### src/rtl/zbt_pkg.sv
package zbt_pkg;

   typedef enum logic [2:0] {
      ZK_FETCH   = 3'd0,
      ZK_PFETCH  = 3'd1,
      ZK_MEMRD   = 3'd2,
      ZK_MEMWR   = 3'd3,
      ZK_IORD    = 3'd4,
      ZK_IOWR    = 3'd5,
      ZK_INTACK  = 3'd6,
      ZK_REFRESH = 3'd7
   } zk_kind_e;

   // Opcode bytes that announce a further M1 fetch
   function automatic logic zk_is_prefix(input logic [7:0] b);
      return (b == 8'hCB) || (b == 8'hDD) || (b == 8'hED) || (b == 8'hFD);
   endfunction

endpackage

### src/rtl/zbt_sampler.sv
module zbt_sampler #(
   parameter int WIDTH  = 1,
   parameter int IN_REG = 0
) (
   input  logic             clk,
   input  logic             rst_n,
   input  logic [WIDTH-1:0] d,
   output logic [WIDTH-1:0] q
);

   generate
      if (IN_REG != 0) begin : g_reg
         logic [WIDTH-1:0] stage_q;
         always_ff @(posedge clk) begin
            if (!rst_n) stage_q <= '1;   // all strobes idle
            else        stage_q <= d;
         end
         assign q = stage_q;
      end else begin : g_thru
         logic unused_clk_rst;
         assign unused_clk_rst = clk ^ rst_n;
         assign q = d;
      end
   endgenerate

endmodule

### src/rtl/zbt_classify.sv
module zbt_classify
   import zbt_pkg::*;
#(
   parameter int ADDR_W = 16,
   parameter int PORT_W = 8,
   parameter int RFSH_W = 7
) (
   input  logic              m1_n,
   input  logic              mreq_n,
   input  logic              iorq_n,
   input  logic              rd_n,
   input  logic              wr_n,
   input  logic              rfsh_n,
   input  logic [ADDR_W-1:0] addr,
   output logic              active,
   output logic              hit,
   output zk_kind_e          kind,
   output logic [ADDR_W-1:0] eff_addr
);

   always_comb begin
      active   = !mreq_n || !iorq_n;
      hit      = 1'b1;
      kind     = ZK_FETCH;
      eff_addr = addr;
      if (!iorq_n && !m1_n) begin
         kind     = ZK_INTACK;
         eff_addr = '0;
      end else if (!mreq_n && !rfsh_n) begin
         kind                 = ZK_REFRESH;
         eff_addr             = '0;
         eff_addr[RFSH_W-1:0] = addr[RFSH_W-1:0];
      end else if (!mreq_n && !m1_n) begin
         kind = ZK_FETCH;
      end else if (!mreq_n && !rd_n) begin
         kind = ZK_MEMRD;
      end else if (!mreq_n && !wr_n) begin
         kind = ZK_MEMWR;
      end else if (!iorq_n && !rd_n) begin
         kind                 = ZK_IORD;
         eff_addr             = '0;
         eff_addr[PORT_W-1:0] = addr[PORT_W-1:0];
      end else if (!iorq_n && !wr_n) begin
         kind                 = ZK_IOWR;
         eff_addr             = '0;
         eff_addr[PORT_W-1:0] = addr[PORT_W-1:0];
      end else begin
         hit = 1'b0;
      end
   end

endmodule

### src/rtl/zbt_capture.sv
module zbt_capture
   import zbt_pkg::*;
#(
   parameter int ADDR_W = 16,
   parameter int DATA_W = 8
) (
   input  logic              clk,
   input  logic              rst_n,
   input  logic              active,
   input  logic              hit,
   input  zk_kind_e          kind,
   input  logic [ADDR_W-1:0] eff_addr,
   input  logic [DATA_W-1:0] data,
   input  logic              pfx_armed,
   output logic              rec_valid,
   output zk_kind_e          rec_kind,
   output logic [ADDR_W-1:0] rec_addr,
   output logic [DATA_W-1:0] rec_data,
   output logic              rec_prefixed
);

   logic              got_q;
   zk_kind_e          kind_q;
   logic [ADDR_W-1:0] addr_q;
   logic [DATA_W-1:0] data_q;
   logic              is_fetch;

   assign is_fetch = (kind_q == ZK_FETCH);

   always_ff @(posedge clk) begin
      if (!rst_n) begin
         got_q        <= 1'b0;
         kind_q       <= ZK_FETCH;
         addr_q       <= '0;
         data_q       <= '0;
         rec_valid    <= 1'b0;
         rec_kind     <= ZK_FETCH;
         rec_addr     <= '0;
         rec_data     <= '0;
         rec_prefixed <= 1'b0;
      end else begin
         rec_valid <= 1'b0;
         if (active) begin
            if (hit) begin
               got_q  <= 1'b1;
               kind_q <= kind;
               addr_q <= eff_addr;
               data_q <= data;
            end
         end else begin
            got_q <= 1'b0;
            if (got_q) begin
               rec_valid    <= 1'b1;
               rec_kind     <= (is_fetch && pfx_armed) ? ZK_PFETCH : kind_q;
               rec_prefixed <= is_fetch && pfx_armed;
               rec_addr     <= addr_q;
               rec_data     <= data_q;
            end
         end
      end
   end

endmodule

### src/rtl/zbt_prefix_track.sv
module zbt_prefix_track
   import zbt_pkg::*;
#(
   parameter int DATA_W = 8
) (
   input  logic              clk,
   input  logic              rst_n,
   input  logic              rec_valid,
   input  zk_kind_e          rec_kind,
   input  logic [DATA_W-1:0] rec_data,
   output logic              armed
);

   always_ff @(posedge clk) begin
      if (!rst_n) begin
         armed <= 1'b0;
      end else if (rec_valid) begin
         case (rec_kind)
            ZK_FETCH, ZK_PFETCH: armed <= zk_is_prefix(rec_data[7:0]);
            ZK_INTACK:           armed <= 1'b0;
            default:             armed <= armed;
         endcase
      end
   end

endmodule

### src/rtl/zbus_cycle_tagger.sv
module zbus_cycle_tagger
   import zbt_pkg::*;
#(
   parameter int ADDR_W = 16,
   parameter int DATA_W = 8,
   parameter int PORT_W = 8,
   parameter int RFSH_W = 7,
   parameter int IN_REG = 0
) (
   input  logic              clk,
   input  logic              rst_n,
   input  logic              m1_n,
   input  logic              mreq_n,
   input  logic              iorq_n,
   input  logic              rd_n,
   input  logic              wr_n,
   input  logic              rfsh_n,
   input  logic [ADDR_W-1:0] bus_addr,
   input  logic [DATA_W-1:0] bus_data,
   output logic              rec_valid,
   output logic [2:0]        rec_kind,
   output logic [ADDR_W-1:0] rec_addr,
   output logic [DATA_W-1:0] rec_data,
   output logic              rec_prefixed
);

   localparam int CTRL_W = 6;
   localparam int BUS_W  = CTRL_W + ADDR_W + DATA_W;

   generate
      if (DATA_W < 8) begin : g_bad_data
         $error("DATA_W must be at least 8");
      end
      if (PORT_W < 1 || PORT_W > ADDR_W) begin : g_bad_port
         $error("PORT_W must lie in 1..ADDR_W");
      end
      if (RFSH_W < 1 || RFSH_W > ADDR_W) begin : g_bad_rfsh
         $error("RFSH_W must lie in 1..ADDR_W");
      end
      if (IN_REG != 0 && IN_REG != 1) begin : g_bad_inreg
         $error("IN_REG must be 0 or 1");
      end
   endgenerate

   logic [BUS_W-1:0]  raw_bus, smp_bus;
   logic              s_m1_n, s_mreq_n, s_iorq_n, s_rd_n, s_wr_n, s_rfsh_n;
   logic [ADDR_W-1:0] s_addr;
   logic [DATA_W-1:0] s_data;

   assign raw_bus = {m1_n, mreq_n, iorq_n, rd_n, wr_n, rfsh_n, bus_addr, bus_data};

   zbt_sampler #(.WIDTH(BUS_W), .IN_REG(IN_REG)) u_sampler (
      .clk (clk),
      .rst_n (rst_n),
      .d (raw_bus),
      .q (smp_bus)
   );

   assign {s_m1_n, s_mreq_n, s_iorq_n, s_rd_n, s_wr_n, s_rfsh_n} = smp_bus[BUS_W-1 -: CTRL_W];
   assign s_addr = smp_bus[DATA_W +: ADDR_W];
   assign s_data = smp_bus[DATA_W-1:0];

   logic              c_active, c_hit;
   zk_kind_e          c_kind;
   logic [ADDR_W-1:0] c_addr;

   zbt_classify #(.ADDR_W(ADDR_W), .PORT_W(PORT_W), .RFSH_W(RFSH_W)) u_classify (
      .m1_n (s_m1_n),
      .mreq_n (s_mreq_n),
      .iorq_n (s_iorq_n),
      .rd_n (s_rd_n),
      .wr_n (s_wr_n),
      .rfsh_n (s_rfsh_n),
      .addr (s_addr),
      .active (c_active),
      .hit (c_hit),
      .kind (c_kind),
      .eff_addr (c_addr)
   );

   logic     pfx_armed;
   zk_kind_e k_rec;

   zbt_capture #(.ADDR_W(ADDR_W), .DATA_W(DATA_W)) u_capture (
      .clk (clk),
      .rst_n (rst_n),
      .active (c_active),
      .hit (c_hit),
      .kind (c_kind),
      .eff_addr (c_addr),
      .data (s_data),
      .pfx_armed (pfx_armed),
      .rec_valid (rec_valid),
      .rec_kind (k_rec),
      .rec_addr (rec_addr),
      .rec_data (rec_data),
      .rec_prefixed (rec_prefixed)
   );

   zbt_prefix_track #(.DATA_W(DATA_W)) u_prefix (
      .clk (clk),
      .rst_n (rst_n),
      .rec_valid (rec_valid),
      .rec_kind (k_rec),
      .rec_data (rec_data),
      .armed (pfx_armed)
   );

   assign rec_kind = k_rec;

endmodule

### config.mk
export PLATFORM = sky130hd
export DESIGN_NAME = zbus_cycle_tagger
export DESIGN_NICKNAME = d
export VERILOG_FILES = /design/src/rtl/zbt_pkg.sv /design/src/rtl/zbt_sampler.sv /design/src/rtl/zbt_classify.sv /design/src/rtl/zbt_capture.sv /design/src/rtl/zbt_prefix_track.sv /design/src/rtl/zbus_cycle_tagger.sv
export SDC_FILE = /design/constraint.sdc
export NUM_CORES = 1
export LEC_CHECK = 0
export BUFFER_PORTS_ARGS = -buffer_cell sky130_fd_sc_hd__buf_2
export CAP_MARGIN = 0
export CORE_UTILIZATION = 55
export CTS_BUF_LIST = sky130_fd_sc_hd__clkbuf_4 sky130_fd_sc_hd__clkbuf_8 sky130_fd_sc_hd__clkbuf_16
export CTS_CLUSTER_DIAMETER = 60
export DETAILED_ROUTE_END_ITERATION = 10
export PLACE_DENSITY = 0.79
export SYNTH_ARGS = -nofsm -noshare
export SYNTH_HDL_FRONTEND = slang
export SYNTH_HIERARCHICAL = 1
export SYNTH_SLANG_ARGS = --single-unit
### constraint.sdc
create_clock -name clk -period 3 [get_ports clk]
set_input_delay 0.45 -clock clk [delete_from_list [all_inputs] [get_ports clk]]
set_output_delay 0.45 -clock clk [all_outputs]
set_load 0.01 [all_outputs]
==> results of run 1 <==
-- worst min path at each step --
| stage | startpoint | to | slack, ns |
|---|---|---|---|
| 6_report | bus_data[5] | u_capture/data_q[5] | 0.35 |
| 5_1_grt | bus_data[2] | u_capture/data_q[2] | 0.36 |
| 4_1_cts | bus_data[5] | u_capture/data_q[5] | 0.34 |
| 3_5_place_dp | u_capture/rec_addr[0] | u_capture/rec_addr[0] | 0.44 |
| 3_3_place_gp | u_capture/addr_q[0] | u_capture/rec_addr[0] | 0.44 |
| 2_1_floorplan | u_prefix/armed | u_prefix/armed | 0.43 |
-- layout make-up --
class                      count  area [um2]  area share [%]
clock inverter                 2       35.03           1.169
tap                           67       83.83           2.797
sequential                    58        1161           38.75
multi-input combinational    210        1190           39.71
inverter                      10       37.54           1.253
timing repair buffer          62       315.3           10.52
clock buffer                  14       173.9           5.804
-- routing by layer --
| metal | share of wire [%] | GRT usage (%) | routed length (um) |
|---|---|---|---|
| met3 | 5.3 | 7.320 | 285 |
| met1 | 47 | 28.41 | 2508 |
| met5 | 0 | 0 | 0 |
| met4 | 1.0 | 7.843 | 55 |
| met2 | 47 | 31.67 | 2507 |
-- cells by family after synthesis --
| logic type | after synthesis | share of synthesized area (%) |
|---|---|---|
| flip-flops | 58 | 42.09 |
| AND/OR/NAND/NOR | 138 | 21.95 |
| buffers and inverters | 59 | 14.88 |
| AO/OA/AOI/OAI | 72 | 21.09 |
-- power by group through the flow --
stage / clock network [mW] / logic (mW) / registers, mW
floorplan: 0 / 0.148 / 0.829
global placement: 0 / 0.151 / 0.829
global route: 0.788 / 0.172 / 0.815
finish: 0.741 / 0.154 / 0.814
detailed placement: 0 / 0.155 / 0.830
CTS: 0.754 / 0.156 / 0.813
-- worst max-delay path, stage by stage --
cell	delay [ns]
buf_2	0.13
nand2_1	0.17
nand2b_1	0.86
nand2_1	0.17
a21boi_0	0.26
-- registers in the layout, indices dropped and copies added (netlist names) --
signal	flops
u_capture/rec_prefixed	1
u_capture/kind_q	3
u_capture/data_q	8
u_capture/rec_data	8
u_capture/rec_valid	1
u_capture/rec_kind	3
u_capture/rec_addr	16
u_prefix/armed	1
u_capture/addr_q	16
u_capture/got_q	1
-- cells in the final DEF, fill, tap and decap left out, drive strengths merged --
cell type and n:
clkinv 1, and2b 2, o21ai 4, o2111ai 1, a21boi 54, clkbuf 14, o22ai 1, a31o 1
nor2b 7, buf 62, dfxtp 58, nand4 1, a21o 1, nand4b 1, a211oi 8, nand3 1
nor3 1, nor3b 1, inv 10, and3b 1, or4b 1, and2 3, o211a 1, nand4bb 2
nand2 111, and4 1, nor2 4, nand2b 1, o311ai 1, bufinv 1
-- through the flow --
stage          util [%]  cells
2_1_floorplan         -    327
3_3_place_gp      58.25    407
3_5_place_dp      58.25    407
4_1_cts           62.61    423
5_1_grt           62.61    423
6_report          62.61    423
==> results.py, run 1 <==
metrics = {
    "status": {
        "run_status": "complete, no violations",
    },
    "pwr": {
        "ir_drop_mv": 0.3030,
        "p_leak_nw": 1.275,
        "p_per_area_nw_per_um2": 570.3,
        "p_seq_share_pct": 47.6,
        "total_power_mw": 1.709,
        "power.net_switching_mw": 0.3907,
        "p_clk_share_pct": 43.4,
        "p_sw_share_pct": 22.86,
        "p_int_mw": 1.318,
        "combPwrFrac_pct": 9.0,
    },
    "floorplanning": {
        "fp.dieArea_um2": 5303,
        "chipWidth_um": 72.83,
        "die_height_um": 72.83,
        "io_pins": 61,
        "core_um2": 4786,
        "start_util_pct": 57.65,
        "rows": 25,
    },
    "setup_path": {
        "startpoint": "iorq_n",
        "end_kind": "flop",
        "startpoint_type": "input port",
        "criticalPathCategory": "in2reg",
        "r2r-end": "u_capture/rec_addr[9]",
        "worst_ep_arrival_time_ns": 2.05,
        "ff2ff_path_depth": 3,
        "crit_fanout": 28,
        "endpoint": "u_capture/rec_addr[9]",
        "r2r-start": "u_capture/got_q",
        "worstPathRequired_ns": 3.24,
        "regToRegSetupSlack_ns": 1.40,
    },
    "yosys": {
        "synthFlopType": "dfxtp_1",
        "synth_nets": 359,
        "synthArstFlopShare_pct": 0,
        "synth_largest_area_cell": "dfxtp_1",
        "yosysMostFrequentCell": "nand2_1",
        "ys_ff_latch": 58,
        "synth_area_leaders": "dfxtp_1 (42%), nand2_1 (15%), a21boi_1 (11%)",
        "ys_types": 34,
        "syn_avg_cell_area_um2": 8.437,
        "synth_warnings": 6,
        "synth_area_um2": 2759,
        "yosysSeqAreaShare_pct": 42.09,
        "synth_edf_count": 0,
        "synthTopCellsByCount": "nand2_1 (109), dfxtp_1 (58), a21boi_1 (39)",
        "synthCells": 327,
        "yosysTopAreaCellShare_pct": 42.09,
    },
    "place": {
        "gp_congestion": 0.7320,
        "postPlaceCellArea_um2": 2788,
        "place_hpwl_um": 3417,
        "place_ws_ns": 0.9749,
        "portBuffers": 60,
    },
    "cells_and_area": {
        "final_area_um2": 2997,
        "areaGrowthSynthToFinish_pct": 8.617,
        "n_antenna_cell": 0,
        "nFillCells": 442,
        "layout-drive-gt1-share_pct": 25.84,
        "nNetsFinal": 383,
    },
    "grt": {
        "antenna_found_initial": 0,
        "grt_pass1_vias": 1808,
        "grt_pass1_wl_um": 8355,
        "grt_max_degree": 60,
        "grt_overflow": 0,
        "grtUsageTotal_pct": 21.22,
    },
    "clock_tree": {
        "clock_latency_ns": 0.33,
        "cts_max_level": 3,
        "holdBufCountCts": 0,
        "clk_pin_slew_ns": 0.06,
        "cts-resized-gates": 0,
        "cts-root-buf": "clkbuf_8",
        "cts_inserted_buffers": 9,
        "ctsLongestPathBuffers": 2,
        "cts_sinks": 58,
        "postCtsSetupBuffers": 0,
        "cts_tree": "yes",
    },
    "drt": {
        "drt-initial-drc-count": 153,
        "wl_um": 5357,
        "wire_per_inst_um": 12.66,
        "drc": 0,
        "first_pass_iters": 4,
        "via_per_inst": 4.967,
        "ant_nets": 0,
        "via_count": 2101,
    },
    "timing": {
        "tightest_slew_ns": 1.087,
        "period_share_pct": 60.28,
        "tns_ns": 0,
        "max_freq_ghz": 0.5530,
        "clock_skew_ns": 0.005711,
        "hold_viol": 0,
        "final.min_clock_period_ns": 1.808,
        "holdWs_ns": 0.3509,
        "rsz0062_at_grt": "no",
        "finalSetupViolCount": 0,
        "setup_ws_ns": 1.192,
        "slew_viol_final": 0,
        "relSlewSlack_pct": 27.52,
    },
    "flow_run": {
        "max_cap_viol_count": 0,
    },
    "min_path": {
        "holdPathStages": 3,
        "hold_path_class": "in2reg",
    },
}
(Power assumes the default switching activity.)
==> run 2: changes to the inputs <==
--- a/config.mk
+++ b/config.mk
@@ -7,11 +7,11 @@
 export LEC_CHECK = 0
 export BUFFER_PORTS_ARGS = -buffer_cell sky130_fd_sc_hd__buf_2
 export CAP_MARGIN = 0
-export CORE_UTILIZATION = 55
+export CORE_UTILIZATION = 49
 export CTS_BUF_LIST = sky130_fd_sc_hd__clkbuf_4 sky130_fd_sc_hd__clkbuf_8 sky130_fd_sc_hd__clkbuf_16
 export CTS_CLUSTER_DIAMETER = 60
 export DETAILED_ROUTE_END_ITERATION = 10
-export PLACE_DENSITY = 0.79
+export PLACE_DENSITY = 0.74
 export SYNTH_ARGS = -nofsm -noshare
 export SYNTH_HDL_FRONTEND = slang
 export SYNTH_HIERARCHICAL = 1
==> constraint.sdc (replaced) <==
create_clock -name clk -period 1.6 [get_ports clk]
set_input_delay 0.24 -clock clk [delete_from_list [all_inputs] [get_ports clk]]
set_output_delay 0.24 -clock clk [all_outputs]
set_load 0.01 [all_outputs]
==> run 2 against run 1 <==
  * Total power increased by 80%
  * Sequential power increased by 88%
  * Setup slack got worse by 0.83 ns
  * Non-clock buffer count increased by 10
  * Clock skew decreased by 0.0012 ns
  * Combinational power increased by 110%
  * Cell area increased by 2.4%
  * Critical path type is now reg2reg
  * Largest cell class unchanged
==> results.py, run 2 (synthesis results as in run 1) <==
metrics = {
    "status": {
        "run_status": "complete, no violations",
    },
    "setup_path": {
        "r2r-start": "u_capture/rec_data[2]",
        "r2r-end": "u_prefix/armed",
        "worstPathRequired_ns": 1.85,
        "startpoint_type": "flop",
        "regToRegSetupSlack_ns": 0.36,
        "ff2ff_path_depth": 4,
        "worst_ep_arrival_time_ns": 1.49,
        "crit_fanout": 4,
        "end_kind": "flop",
        "criticalPathCategory": "reg2reg",
    },
    "place": {
        "postPlaceCellArea_um2": 2879,
        "portBuffers": 60,
        "gp_congestion": 0.7496,
        "place_hpwl_um": 3801,
    },
    "floorplanning": {
        "start_util_pct": 52.35,
        "die_height_um": 77.04,
        "rows": 26,
        "chipWidth_um": 77.04,
        "fp.dieArea_um2": 5934,
        "core_um2": 5270,
        "io_pins": 61,
    },
    "timing": {
        "rsz0062_at_grt": "no",
        "final.min_clock_period_ns": 1.238,
        "period_share_pct": 77.35,
        "tightest_slew_ns": 0.5003,
        "max_freq_ghz": 0.8080,
        "tns_ns": 0,
        "slew_viol_final": 0,
        "clock_skew_ns": 0.004489,
        "relSlewSlack_pct": 66.50,
        "hold_viol": 0,
        "finalSetupViolCount": 0,
    },
    "clock_tree": {
        "holdBufCountCts": 0,
        "ctsLongestPathBuffers": 2,
        "clock_latency_ns": 0.32,
        "cts_max_level": 3,
        "cts_inserted_buffers": 9,
        "clk_pin_slew_ns": 0.06,
        "cts_sinks": 58,
        "cts_tree": "yes",
        "postCtsSetupBuffers": 0,
        "cts-resized-gates": 0,
        "cts-root-buf": "clkbuf_8",
    },
    "grt": {
        "grt_overflow": 0,
        "grt_pass1_vias": 2034,
        "grtUsageTotal_pct": 18.95,
        "grt_max_degree": 25,
        "antenna_found_initial": 0,
        "grt_pass1_wl_um": 8997,
    },
    "drt": {
        "wl_um": 5323,
        "wire_per_inst_um": 12.21,
        "via_per_inst": 4.906,
        "via_count": 2139,
        "ant_nets": 0,
        "drt-initial-drc-count": 136,
        "drc": 0,
        "first_pass_iters": 5,
    },
    "cells_and_area": {
        "layout_commonest_cell": "nand2_1",
        "layout-drive-gt1-share_pct": 27.87,
        "areaGrowthSynthToFinish_pct": 11.25,
        "reg_top3": "u_capture/addr_q x16, u_capture/rec_addr x16",
        "nNetsFinal": 393,
        "final_area_um2": 3069,
        "n_antenna_cell": 0,
        "fin_util_pct": 58.24,
        "layout_common_cells": "nand2_1 (109), buf_2 (60), dfxtp_1 (58)",
    },
    "min_path": {
        "hold_start": "bus_data[4]",
        "hold_path_class": "in2reg",
        "worst_hold_path.endpoint": "u_capture/data_q[4]",
        "holdPathStages": 3,
    },
    "flow_run": {
        "max_cap_viol_count": 0,
    },
    "pwr": {
        "ir_drop_mv": 0.4733,
        "p_leak_nw": 1.320,
        "p_per_area_nw_per_um2": 1004,
    },
}
run 2: through the flow:
step | cells | worst slack (ns) | total power [mW] | hold slack [ns]
final | 436 | 0.3624 | 3.082 | 0.1620
after global routing | 436 | 0.2961 | 3.210 | 0.1546
after CTS | 436 | 0.3440 | 3.110 | 0.1515
after detailed placement | 420 | 0.1533 | 1.875 | 0.4426
after global placement | 420 | 0.2194 | 1.865 | 0.4391
after floorplan | 327 | 0.2956 | 1.831 | 0.3932
run 2: worst max path at each step:
stage                                startpoint                   to
final                     u_capture/rec_data[2]       u_prefix/armed
after global routing      u_capture/rec_data[2]       u_prefix/armed
after CTS                 u_capture/rec_data[2]       u_prefix/armed
after detailed placement                 mreq_n  u_capture/addr_q[5]
after global placement                   mreq_n  u_capture/addr_q[6]
after floorplan                          rfsh_n  u_capture/kind_q[0]
run 2: layout make-up:
| class | count | area, um2 |
|---|---|---|
| clock buffer | 14 | 180.2 |
| fill | 504 | 2201 |
| timing repair buffer | 72 | 402.9 |
| multi-input combinational | 210 | 1190 |
| sequential | 58 | 1161 |
| clock inverter | 2 | 10.01 |
| tap | 70 | 87.58 |
| inverter | 10 | 37.54 |
run 2: layer usage:
| layer | share of wire (%) | global-route usage (%) | routed length, um |
|---|---|---|---|
| met5 | 0 | 0 | 0 |
| met3 | 4.8 | 5.000 | 256 |
| met1 | 49 | 24.76 | 2609 |
| met2 | 45 | 29.46 | 2398 |
| met4 | 1.1 | 7.925 | 59 |
run 2: critical path, cell delays in order, from the launching register on:
cell and delay [ns]:
dfxtp_1 0.32, or4b_1 0.51, o21ai_1 0.10, nand4_1 0.12, a21boi_1 0.12
run 2: power breakdown:
group	total [mW]	switching (mW)	internal [mW]	leakage [nW]
Combinational	0.316	0.173	0.143	0.744
Sequential	1.53	0.0292	1.50	0.472
Clock	1.24	0.521	0.719	0.103
